**src/rtl/pllsrch_pkg.sv**
```systemverilog
package pllsrch_pkg;

  // Strobes from the sequencer to the search datapath
  typedef struct packed {
    logic init;    // load operands, clear best, rewind counters
    logic step;    // evaluate current candidate and advance
    logic finish;  // publish results to the outputs
  } srchCtrl_t;

  // Status from the datapath back to the sequencer
  typedef struct packed {
    logic stop;    // current candidate is the last one to test
  } srchStat_t;

  typedef enum logic [1:0] {
    S_IDLE = 2'd0,
    S_RUN  = 2'd1,
    S_FIN  = 2'd2
  } srchState_t;

  localparam int unsigned FILT_LEVELS = 7;
  localparam int unsigned FILT_W      = 3;
  localparam longint unsigned MHZ_HZ  = 64'd1_000_000;

  // Filter band lower edges in MHz, lowest band first
  function automatic int unsigned filtEdgeMhz(input int unsigned idx);
    case (idx)
      0:       return 10;
      1:       return 16;
      2:       return 26;
      3:       return 42;
      4:       return 65;
      5:       return 104;
      default: return 166;
    endcase
  endfunction

endpackage

```
**src/rtl/pllsrch_ctrl.sv**
```systemverilog
module pllsrch_ctrl
  import pllsrch_pkg::*;
(
  input  logic      clk,
  input  logic      rstN,
  input  logic      start,
  input  srchStat_t stat,
  output srchCtrl_t ctrl,
  output logic      busy,
  output logic      done
);

  srchState_t state, stateNext;
  logic       doneQ;

  always_comb begin
    ctrl      = '0;
    stateNext = state;
    case (state)
      S_IDLE: begin
        if (start) begin
          ctrl.init = 1'b1;
          stateNext = S_RUN;
        end
      end
      S_RUN: begin
        ctrl.step = 1'b1;
        if (stat.stop) stateNext = S_FIN;
      end
      S_FIN: begin
        ctrl.finish = 1'b1;
        stateNext   = S_IDLE;
      end
      default: stateNext = S_IDLE;
    endcase
  end

  always_ff @(posedge clk or negedge rstN) begin
    if (!rstN) begin
      state <= S_IDLE;
      doneQ <= 1'b0;
    end else begin
      state <= stateNext;
      doneQ <= (state == S_FIN);
    end
  end

  assign busy = (state != S_IDLE);
  assign done = doneQ;

endmodule

```
**src/rtl/pllsrch_dp.sv**
```systemverilog
module pllsrch_dp
  import pllsrch_pkg::*;
#(
  parameter int unsigned REF_W  = 32,
  parameter int unsigned MUL_W  = 8,
  parameter int unsigned DIV2_W = 3,
  parameter int unsigned CFG_W  = 32
) (
  input  logic                           clk,
  input  logic                           rstN,
  input  srchCtrl_t                      ctrl,
  input  logic [REF_W-1:0]               refHz,
  input  logic [REF_W+MUL_W-1:0]         targetHz,
  output srchStat_t                      stat,
  output logic [MUL_W-1:0]               mulOut,
  output logic                           div1Out,
  output logic [DIV2_W-1:0]              div2Out,
  output logic [FILT_W-1:0]              filtOut,
  output logic [REF_W+MUL_W-1:0]         achievedHz,
  output logic                           exact,
  output logic                           noMatch,
  output logic [CFG_W-1:0]               cfgWord
);

  localparam int unsigned TGT_W    = REF_W + MUL_W;
  localparam int unsigned SHIFT_W  = DIV2_W + 1;
  localparam int unsigned DIV2_LSB = 0;
  localparam int unsigned DIV1_POS = 8;
  localparam int unsigned MUL_LSB  = 16;
  localparam int unsigned FILT_LSB = MUL_LSB + MUL_W;

  // Operands captured at start
  logic [REF_W-1:0]  refQ;
  logic [TGT_W-1:0]  tgtQ;

  // Search position
  logic [MUL_W-1:0]  mulCnt;
  logic [DIV2_W-1:0] div2Cnt;
  logic              div1Cnt;

  // Best candidate so far
  logic              haveBest;
  logic [TGT_W-1:0]  bestErr;
  logic [TGT_W-1:0]  bestCand;
  logic [MUL_W-1:0]  bestMul;
  logic              bestDiv1;
  logic [DIV2_W-1:0] bestDiv2;

  // Candidate evaluation: the total divisor is always a power of two
  logic [TGT_W-1:0]   prod, cand, err;
  logic [SHIFT_W-1:0] shiftAmt;
  logic               over, better, exactHit, lastRow, rowEnd;

  always_comb begin
    prod     = TGT_W'(refQ) * (TGT_W'(mulCnt) + TGT_W'(1));
    shiftAmt = SHIFT_W'(div2Cnt) + SHIFT_W'(div1Cnt);
    cand     = prod >> shiftAmt;
    over     = cand > tgtQ;
    err      = tgtQ - cand;
    better   = !over && (!haveBest || (err < bestErr));
    exactHit = !over && (err == '0);
    lastRow  = !div1Cnt && (div2Cnt == '0);
    // A row ends at its last multiplier, or once the output passes the target
    // (it only grows with mul, so nothing later in the row can qualify)
    rowEnd   = over || (mulCnt == '1);
    stat.stop = exactHit || (rowEnd && lastRow);
  end

  always_ff @(posedge clk or negedge rstN) begin
    if (!rstN) begin
      refQ     <= '0;
      tgtQ     <= '0;
      mulCnt   <= '0;
      div2Cnt  <= '0;
      div1Cnt  <= 1'b0;
      haveBest <= 1'b0;
      bestErr  <= '0;
      bestCand <= '0;
      bestMul  <= '0;
      bestDiv1 <= 1'b0;
      bestDiv2 <= '0;
    end else if (ctrl.init) begin
      refQ     <= refHz;
      tgtQ     <= targetHz;
      mulCnt   <= '0;
      div2Cnt  <= '1;
      div1Cnt  <= 1'b1;
      haveBest <= 1'b0;
      bestErr  <= '0;
      bestCand <= '0;
      bestMul  <= '0;
      bestDiv1 <= 1'b0;
      bestDiv2 <= '0;
    end else if (ctrl.step) begin
      if (rowEnd) begin
        mulCnt <= '0;
        if (div2Cnt == '0) begin
          div2Cnt <= '1;
          div1Cnt <= 1'b0;
        end else begin
          div2Cnt <= div2Cnt - 1'b1;
        end
      end else begin
        mulCnt <= mulCnt + 1'b1;
      end
      if (better) begin
        haveBest <= 1'b1;
        bestErr  <= err;
        bestCand <= cand;
        bestMul  <= mulCnt;
        bestDiv1 <= div1Cnt;
        bestDiv2 <= div2Cnt;
      end
    end
  end

  // Filter band: compare the reference against each band edge scaled by the
  // pre-divider, in Hz, and count the edges reached
  logic [FILT_LEVELS-1:0] filtHit;
  logic [FILT_W-1:0]      filtCode;

  for (genvar i = 0; i < FILT_LEVELS; i++) begin : g_filt
    localparam logic [63:0] EDGE_HZ = 64'(filtEdgeMhz(i)) * MHZ_HZ;
    assign filtHit[i] = 64'(refQ) >= (bestDiv1 ? (EDGE_HZ << 1) : EDGE_HZ);
  end

  always_comb begin
    filtCode = '0;
    for (int k = 0; k < FILT_LEVELS; k++) filtCode = filtCode + FILT_W'(filtHit[k]);
  end

  logic [CFG_W-1:0] cfgNext;
  always_comb begin
    cfgNext = '0;
    cfgNext[FILT_LSB +: FILT_W]  = filtCode;
    cfgNext[MUL_LSB +: MUL_W]    = bestMul;
    cfgNext[DIV1_POS]            = bestDiv1;
    cfgNext[DIV2_LSB +: DIV2_W]  = bestDiv2;
  end

  always_ff @(posedge clk or negedge rstN) begin
    if (!rstN) begin
      mulOut     <= '0;
      div1Out    <= 1'b0;
      div2Out    <= '0;
      filtOut    <= '0;
      achievedHz <= '0;
      exact      <= 1'b0;
      noMatch    <= 1'b0;
      cfgWord    <= '0;
    end else if (ctrl.finish) begin
      if (haveBest) begin
        mulOut     <= bestMul;
        div1Out    <= bestDiv1;
        div2Out    <= bestDiv2;
        filtOut    <= filtCode;
        achievedHz <= bestCand;
        exact      <= (bestErr == '0);
        noMatch    <= 1'b0;
        cfgWord    <= cfgNext;
      end else begin
        mulOut     <= '0;
        div1Out    <= 1'b0;
        div2Out    <= '0;
        filtOut    <= '0;
        achievedHz <= '0;
        exact      <= 1'b0;
        noMatch    <= 1'b1;
        cfgWord    <= '0;
      end
    end
  end

endmodule

```
**src/rtl/pll_param_search.sv**
```systemverilog
module pll_param_search
  import pllsrch_pkg::*;
#(
  parameter int unsigned REF_W  = 32,
  parameter int unsigned MUL_W  = 8,
  parameter int unsigned DIV2_W = 3,
  parameter int unsigned CFG_W  = 32
) (
  input  logic                   clk,
  input  logic                   rstN,
  input  logic                   start,
  input  logic [REF_W-1:0]       refHz,
  input  logic [REF_W+MUL_W-1:0] targetHz,
  output logic                   busy,
  output logic                   done,
  output logic [MUL_W-1:0]       mulOut,
  output logic                   div1Out,
  output logic [DIV2_W-1:0]      div2Out,
  output logic [FILT_W-1:0]      filtOut,
  output logic [REF_W+MUL_W-1:0] achievedHz,
  output logic                   exact,
  output logic                   noMatch,
  output logic [CFG_W-1:0]       cfgWord
);

  srchCtrl_t ctrl;
  srchStat_t stat;

  pllsrch_ctrl u_ctrl (
    .clk   (clk),
    .rstN  (rstN),
    .start (start),
    .stat  (stat),
    .ctrl  (ctrl),
    .busy  (busy),
    .done  (done)
  );

  pllsrch_dp #(
    .REF_W  (REF_W),
    .MUL_W  (MUL_W),
    .DIV2_W (DIV2_W),
    .CFG_W  (CFG_W)
  ) u_dp (
    .clk        (clk),
    .rstN       (rstN),
    .ctrl       (ctrl),
    .refHz      (refHz),
    .targetHz   (targetHz),
    .stat       (stat),
    .mulOut     (mulOut),
    .div1Out    (div1Out),
    .div2Out    (div2Out),
    .filtOut    (filtOut),
    .achievedHz (achievedHz),
    .exact      (exact),
    .noMatch    (noMatch),
    .cfgWord    (cfgWord)
  );

endmodule

```
**config.mk**
```make
export PLATFORM = sky130hd
export DESIGN_NAME = pll_param_search
export DESIGN_NICKNAME = d
export VERILOG_FILES = /design/src/rtl/pllsrch_pkg.sv /design/src/rtl/pllsrch_ctrl.sv /design/src/rtl/pllsrch_dp.sv /design/src/rtl/pll_param_search.sv
export SDC_FILE = /design/constraint.sdc
export NUM_CORES = 1
export LEC_CHECK = 0
export ABC_AREA = 1
export CAP_MARGIN = 0
export CORE_MARGIN = 1
export CORE_UTILIZATION = 45
export CTS_BUF_LIST = sky130_fd_sc_hd__clkbuf_4
export DETAILED_ROUTE_END_ITERATION = 10
export DONT_BUFFER_PORTS = 1
export GPL_TIMING_DRIVEN = 0
export REMOVE_ABC_BUFFERS = 1
export SLEW_MARGIN = 20
export SYNTH_ARGS = -nofsm -noshare
export SYNTH_HDL_FRONTEND = slang
export SYNTH_SLANG_ARGS = --single-unit
```
**constraint.sdc**
```tcl
create_clock -name clk -period 9.15 [get_ports clk]
set_input_delay 0 -clock clk [delete_from_list [all_inputs] [get_ports clk]]
set_output_delay 0 -clock clk [all_outputs]
set_load 0.01 [all_outputs]
```
==> results_dict.tcl, run 1 <==
set metrics [dict create \
    antenna_found_initial 5 \
    setup_viol 90 \
    synthFlopType "dfrtp_1" \
    ys_seq_elements 237 \
    status "finished, violations left" \
    initial_core_util_pct 45.87 \
    maxSlewHeadroom_pct 18.59 \
    grt_overflow 0 \
    syn_inst 3827 \
    async_flop_share_pct 100.0 \
    netlist-cell-type-count 56 \
    yosys.area.top_type "dfrtp_1" \
    cts_buffers 70 \
    syn_avg_cell_area_um2 6.955 \
    placed_cells 4463 \
    first_pass_iters 5 \
    required_ps 9860 \
    fmax_ghz 0.1077 \
    dieWidth_um 245.2 \
    path_max_fanout 15 \
    vias 27170 \
    max_stage_delay_ps 550 \
    mostFrequentLayoutCells "nand2_1 (890), inv_1 (666), dfrtp_1 (236), nor2_1 (218), fa_1 (210)" \
    cts_sinks 237 \
    fp-row-count 88 \
    slowest_stage "fa_1" \
    dieArea_um2 60130 \
    violations "setup timing" \
    grt_max_degree 238 \
    yosysSeqAreaShare_pct 22.28 \
    finish.utilization_pct 60.50 \
    period_minus_slack_ps 9286 \
    wl_mm 97.48 \
    cts_tree "yes" \
    dpl.hpwl_mm 64.09 \
    finalWorstSetupSlack_ps -135.6 \
    synth_edf_count 0 \
    clkLatencyLatePin_ps 890 \
    first_iter_violations 2390 \
    area_growth_pct 31.90 \
    drv_cap 0 \
    rsz0062_at_grt "true" \
    clk_path_buf_depth 3 \
    fin_nets 4572 \
    wire_per_inst_um 19.86 \
    place.gp.congestion 0.9726 \
    syn_area_um2 26620 \
    grt_pass1_vias 26330 \
    cp_num_buf_inv 32 \
    start_kind "flip-flop" \
    ctsRootBufferMaster "clkbuf_4" \
    worst_slew_pin_slew_ps 1221 \
    core-area_um2 58030 \
    hp-class "input pin to flip-flop" \
    drv_slew 0 \
    cp_top_family "buffers and inverters" \
    layout_commonest_cell "nand2_1" \
    crit_type "flip-flop to flip-flop" \
    gr-usage-all-layers_pct 31.95 \
    hold_viol 0 \
    ant_nets 0 \
    skew_ps 83.54 \
    via_per_inst 5.536 \
    clkTransAtPathRegs_ps 70 \
    io_buffers 0 \
    die_height_um 245.2 \
    synthTopCellsByArea "dfrtp_1 (22%), fa_1 (16%), nand2_1 (15%)" \
    cp_common_cell "buf_4" \
    drive_above_1_share_pct 24.62 \
    cp.arrival_ps 9990 \
    drc 0 \
    finalNonFillerCells 4907 \
    period_share_pct 101.5 \
    synth_top_area_share_pct 22.28 \
    cp-end-kind "flip-flop" \
    grt_pass1_wl_mm 148.7 \
    io_pins 166 \
    ys_warn_count 0 \
    ctsHtreeMaxLevel 3 \
]
-- layout make-up --
class,count,area (µm²)
antenna,3,7.507
timing repair buffer,315,3137
clock buffer,92,690.7
multi-input combinational,2757,21450
fill,5220,22920
inverter,709,2739
tap,765,957.2
sequential,237,5932
clock inverter,21,97.59
timing repair inverter,8,96.34
-- registers in the layout, indices dropped and copies added (netlist names), 2 cells and up --
| register | cells |
|---|---|
| u_dp.div2Out | 2 |
| u_dp.achievedHz | 40 |
| u_dp.bestDiv2 | 3 |
| u_dp.refQ | 32 |
| u_dp.filtOut | 2 |
| u_dp.cfgWord | 4 |
| u_dp.tgtQ | 40 |
| u_dp.bestMul | 8 |
| u_dp.mulOut | 7 |
| u_dp.div2Cnt | 3 |
| u_dp.bestErr | 40 |
| u_dp.mulCnt | 8 |
| u_dp.bestCand | 40 |
| u_ctrl.state | 2 |
-- what timing repair did --
action                                  in CTS  in global routing
resized for setup                          579                355
pin swaps                                  156                198
endpoints found under the hold margin      312                103
cloned                                      18                  2
hold buffers                               152                  1
buffers inserted                           112                 42
endpoints found under the setup margin     107                 92
-- cell usage after synthesis (42+ instances only) --
master    instances
nand4_1          50
fa_1            214
o21ai_0         140
nor2_1          336
dfrtp_1         237
clkbuf_1         77
inv_1           687
ha_1            185
nor3_1           42
nand3_1         330
a21oi_1         103
nand2_1        1079
-- per-stage QoR --
step	cell area (µm²)	hold WS [ps]	worst slack, ps	setup TNS (ps)
after floorplan	25880	-295.6	-451.3	-26590
after global placement	26840	-273.0	-4555	-412830
after detailed placement	27060	-277.4	-3892	-346420
after CTS	33080	29.33	3.427	0
after global routing	35110	344.5	-502.6	-41960
final	35110	327.0	-135.6	-4460
-- per-layer routing --
metal / global-route usage (%) / vias up / wire [µm]
met4: 8.051 / 0 / 2269
met3: 6.090 / 152 / 9335
met5: 0 / - / 0
met2: 47.83 / 1195 / 42460
li1: - / 12570 / -
met1: 46.97 / 13250 / 43420
-- final timing paths --
path	slack, ps	cells past startpoint	endpoint	start
worst min register to register	470	2	u_dp.achievedHz[17]	u_dp.bestCand[17]
max in group asynchronous	7560	4	u_dp.tgtQ[19]	rstN
min in group asynchronous	400	3	u_dp.bestErr[18]	rstN
worst max-delay path	-140	58	u_dp.bestCand[19]	u_dp.mulCnt[0]
worst max register to register	-140	58	u_dp.bestCand[19]	u_dp.mulCnt[0]
worst min-delay path	330	4	u_dp.refQ[31]	refHz[31]
-- cell families (layout without fill, tap and decap cells) --
logic type	count (synthesis)	in the layout	share of synthesized area, %
xor+xnor	24	24	0.7898
flops	237	237	22.28
mux	1	1	0.03761
simple gates	1905	1917	29.96
fa+ha+maj	399	399	24.79
other cells	1	20	0.01409
compound gates	399	399	9.120
buf+inv	861	1145	13.00
-- worst min-delay path, stage by stage --
cell           delay, ps
dlygate4sd3_1        520
nand2_1               40
dlygate4sd3_1        540
o21ai_0               70
Power of run 1 is left out: the tool's default activity adds up to more than one toggle a clock period on the data nets, which glitch-free logic cannot reach.
==> run 2: changes to the inputs <==
Settings changed: BUFFER_PORTS_ARGS set to -buffer_cell sky130_fd_sc_hd__buf_2, CORE_UTILIZATION 45 to 50, DONT_BUFFER_PORTS 1 to not set, PLACE_DENSITY set to 0.68.
==> results_dict.tcl, run 2 (same netlist as run 1, synthesis figures left out) <==
set metrics [dict create \
    cts_buffers 71 \
    finalWorstSetupSlack_ps -279.2 \
    reg2reg_depth 53 \
    r2r_start "u_dp.mulCnt[0]" \
    rsz0062_at_grt "true" \
    crit_type "flip-flop to flip-flop" \
    area_growth_pct 34.72 \
    startpoint "u_dp.mulCnt[0]" \
    die_height_um 232.7 \
    cp-end-kind "flip-flop" \
    fin_nets 4708 \
    place.gp.congestion 0.9684 \
    clkTransAtPathRegs_ps 70 \
    drv_cap 0 \
    period_minus_slack_ps 9429 \
    antenna_found_initial 3 \
    initial_core_util_pct 50.65 \
    mostFrequentLayoutCells "nand2_1 (882), inv_1 (663), dfrtp_1 (236), nor2_1 (215), fa_1 (212)" \
    via_per_inst 5.617 \
    drv_slew 0 \
    cp-endpoint "u_dp.bestCand[15]" \
    maxSlewHeadroom_pct 18.32 \
    clk_path_buf_depth 3 \
    cp_top_family "simple AND/OR/NAND/NOR gates" \
    slowest_stage "fa_1" \
    layout_commonest_cell "nand2_1" \
    wl_mm 97.84 \
    path_depth 53 \
    max_stage_delay_ps 550 \
    fillCellCount 4250 \
    dpl.hpwl_mm 63.63 \
    fp-row-count 84 \
    dieWidth_um 232.7 \
    cp_num_buf_inv 12 \
    cts_sinks 237 \
    grt_max_degree 95 \
    ctsHtreeMaxLevel 3 \
    cp.arrival_ps 10160 \
    grt_overflow 0 \
    finish.utilization_pct 68.23 \
    hp-class "input pin to asynchronous set/reset pin" \
    first_pass_iters 6 \
    start_kind "flip-flop" \
    cts_tree "yes" \
    grt_pass1_vias 26510 \
    period_share_pct 103.1 \
    wire_per_inst_um 19.69 \
    ant_nets 0 \
    status "finished, violations left" \
    drc 0 \
    drive_above_1_share_pct 27.72 \
    setup_viol 92 \
    violations "setup timing" \
    skew_ps 54.66 \
    gr-usage-all-layers_pct 35.45 \
    worst_slew_pin_slew_ps 1225 \
    hold_viol 0 \
    fmax_ghz 0.1061 \
    required_ps 9880 \
    path_max_fanout 13 \
    dieArea_um2 54160 \
    io_pins 166 \
    clkLatencyLatePin_ps 890 \
    first_iter_violations 3048 \
    ctsRootBufferMaster "clkbuf_4" \
    core-area_um2 52550 \
    io_buffers 148 \
    grt_pass1_wl_mm 147.9 \
    rrSetupSlack_ps -280 \
    timing.rr.end "u_dp.bestCand[15]" \
    vias 27920 \
]
## run 2: cell count changes in the layout (fill, tap and decap cells not counted), moves of 6 or more
cell	delta
nand3_2	+8
buf_2	+147
buf_12	-6
inv_2	+6
nand2_1	-8
nand3_1	-10
nor2_4	+12
nor2_2	-9
nand2_4	+8
## run 2: layout make-up
class | count | area [µm²] | area share [%]
well taps | 688 | 860.8 | 2.401
clock buffers | 94 | 705.7 | 1.968
flip-flops and latches | 237 | 5932 | 16.54
diodes | 3 | 7.507 | 0.02094
repair buffers | 453 | 3737 | 10.42
clock inverters | 24 | 150.1 | 0.4187
repair inverters | 7 | 88.84 | 0.2477
inverters | 709 | 2728 | 7.607
multi-input cells | 2755 | 21650 | 60.37
## run 2: repair_timing
action	in CTS	in global routing
gates cloned	16	1
setup endpoints to repair	107	92
hold buffers	154	0
resized for setup	639	343
endpoints found under the hold margin	311	0
pin swaps	179	207
setup buffers	101	42
## run 2: how the worst min path moves through the flow
stage / slack (ps) / end / startpoint
final: 290 / u_dp.achievedHz[3] / rstN
after global routing: 350 / u_dp.bestErr[7] / rstN
after CTS: 300 / u_dp.tgtQ[13] / rstN
after detailed placement: 40 / u_dp.tgtQ[0] / rstN
after global placement: 190 / u_dp.tgtQ[14] / targetHz[14]
after floorplan: -300 / u_ctrl.done / rstN
## run 2: tightest hold or removal path, stage by stage
cell           delay, ps
dlygate4sd3_1        510
dlygate4sd3_1        580
buf_8                160
buf_16               310
## run 2: stage by stage
step / TNS (ps) / std cells / hold WS, ps / area [µm²] / setup WS (ps)
final: -19540 / 4970 / 288.3 / 35860 / -279.2
after global routing: -52470 / 4970 / 353.6 / 35860 / -637.9
after CTS: 0 / 4924 / 299.7 / 33910 / 1.720
after detailed placement: -392020 / 4535 / 38.37 / 27750 / -4328
after global placement: -407570 / 4527 / 192.6 / 27480 / -4505
after floorplan: -26590 / 3691 / -295.6 / 25880 / -451.3
## run 2: layer usage
metal	GRT usage, %	up-vias	wire, µm
met2	53.13	1391	43070
met5	0	-	0
met4	11.05	0	3114
met1	51.27	13430	41860
met3	7.010	239	9803
li1	-	12860	-
Power of run 2 is left out for the same reason.
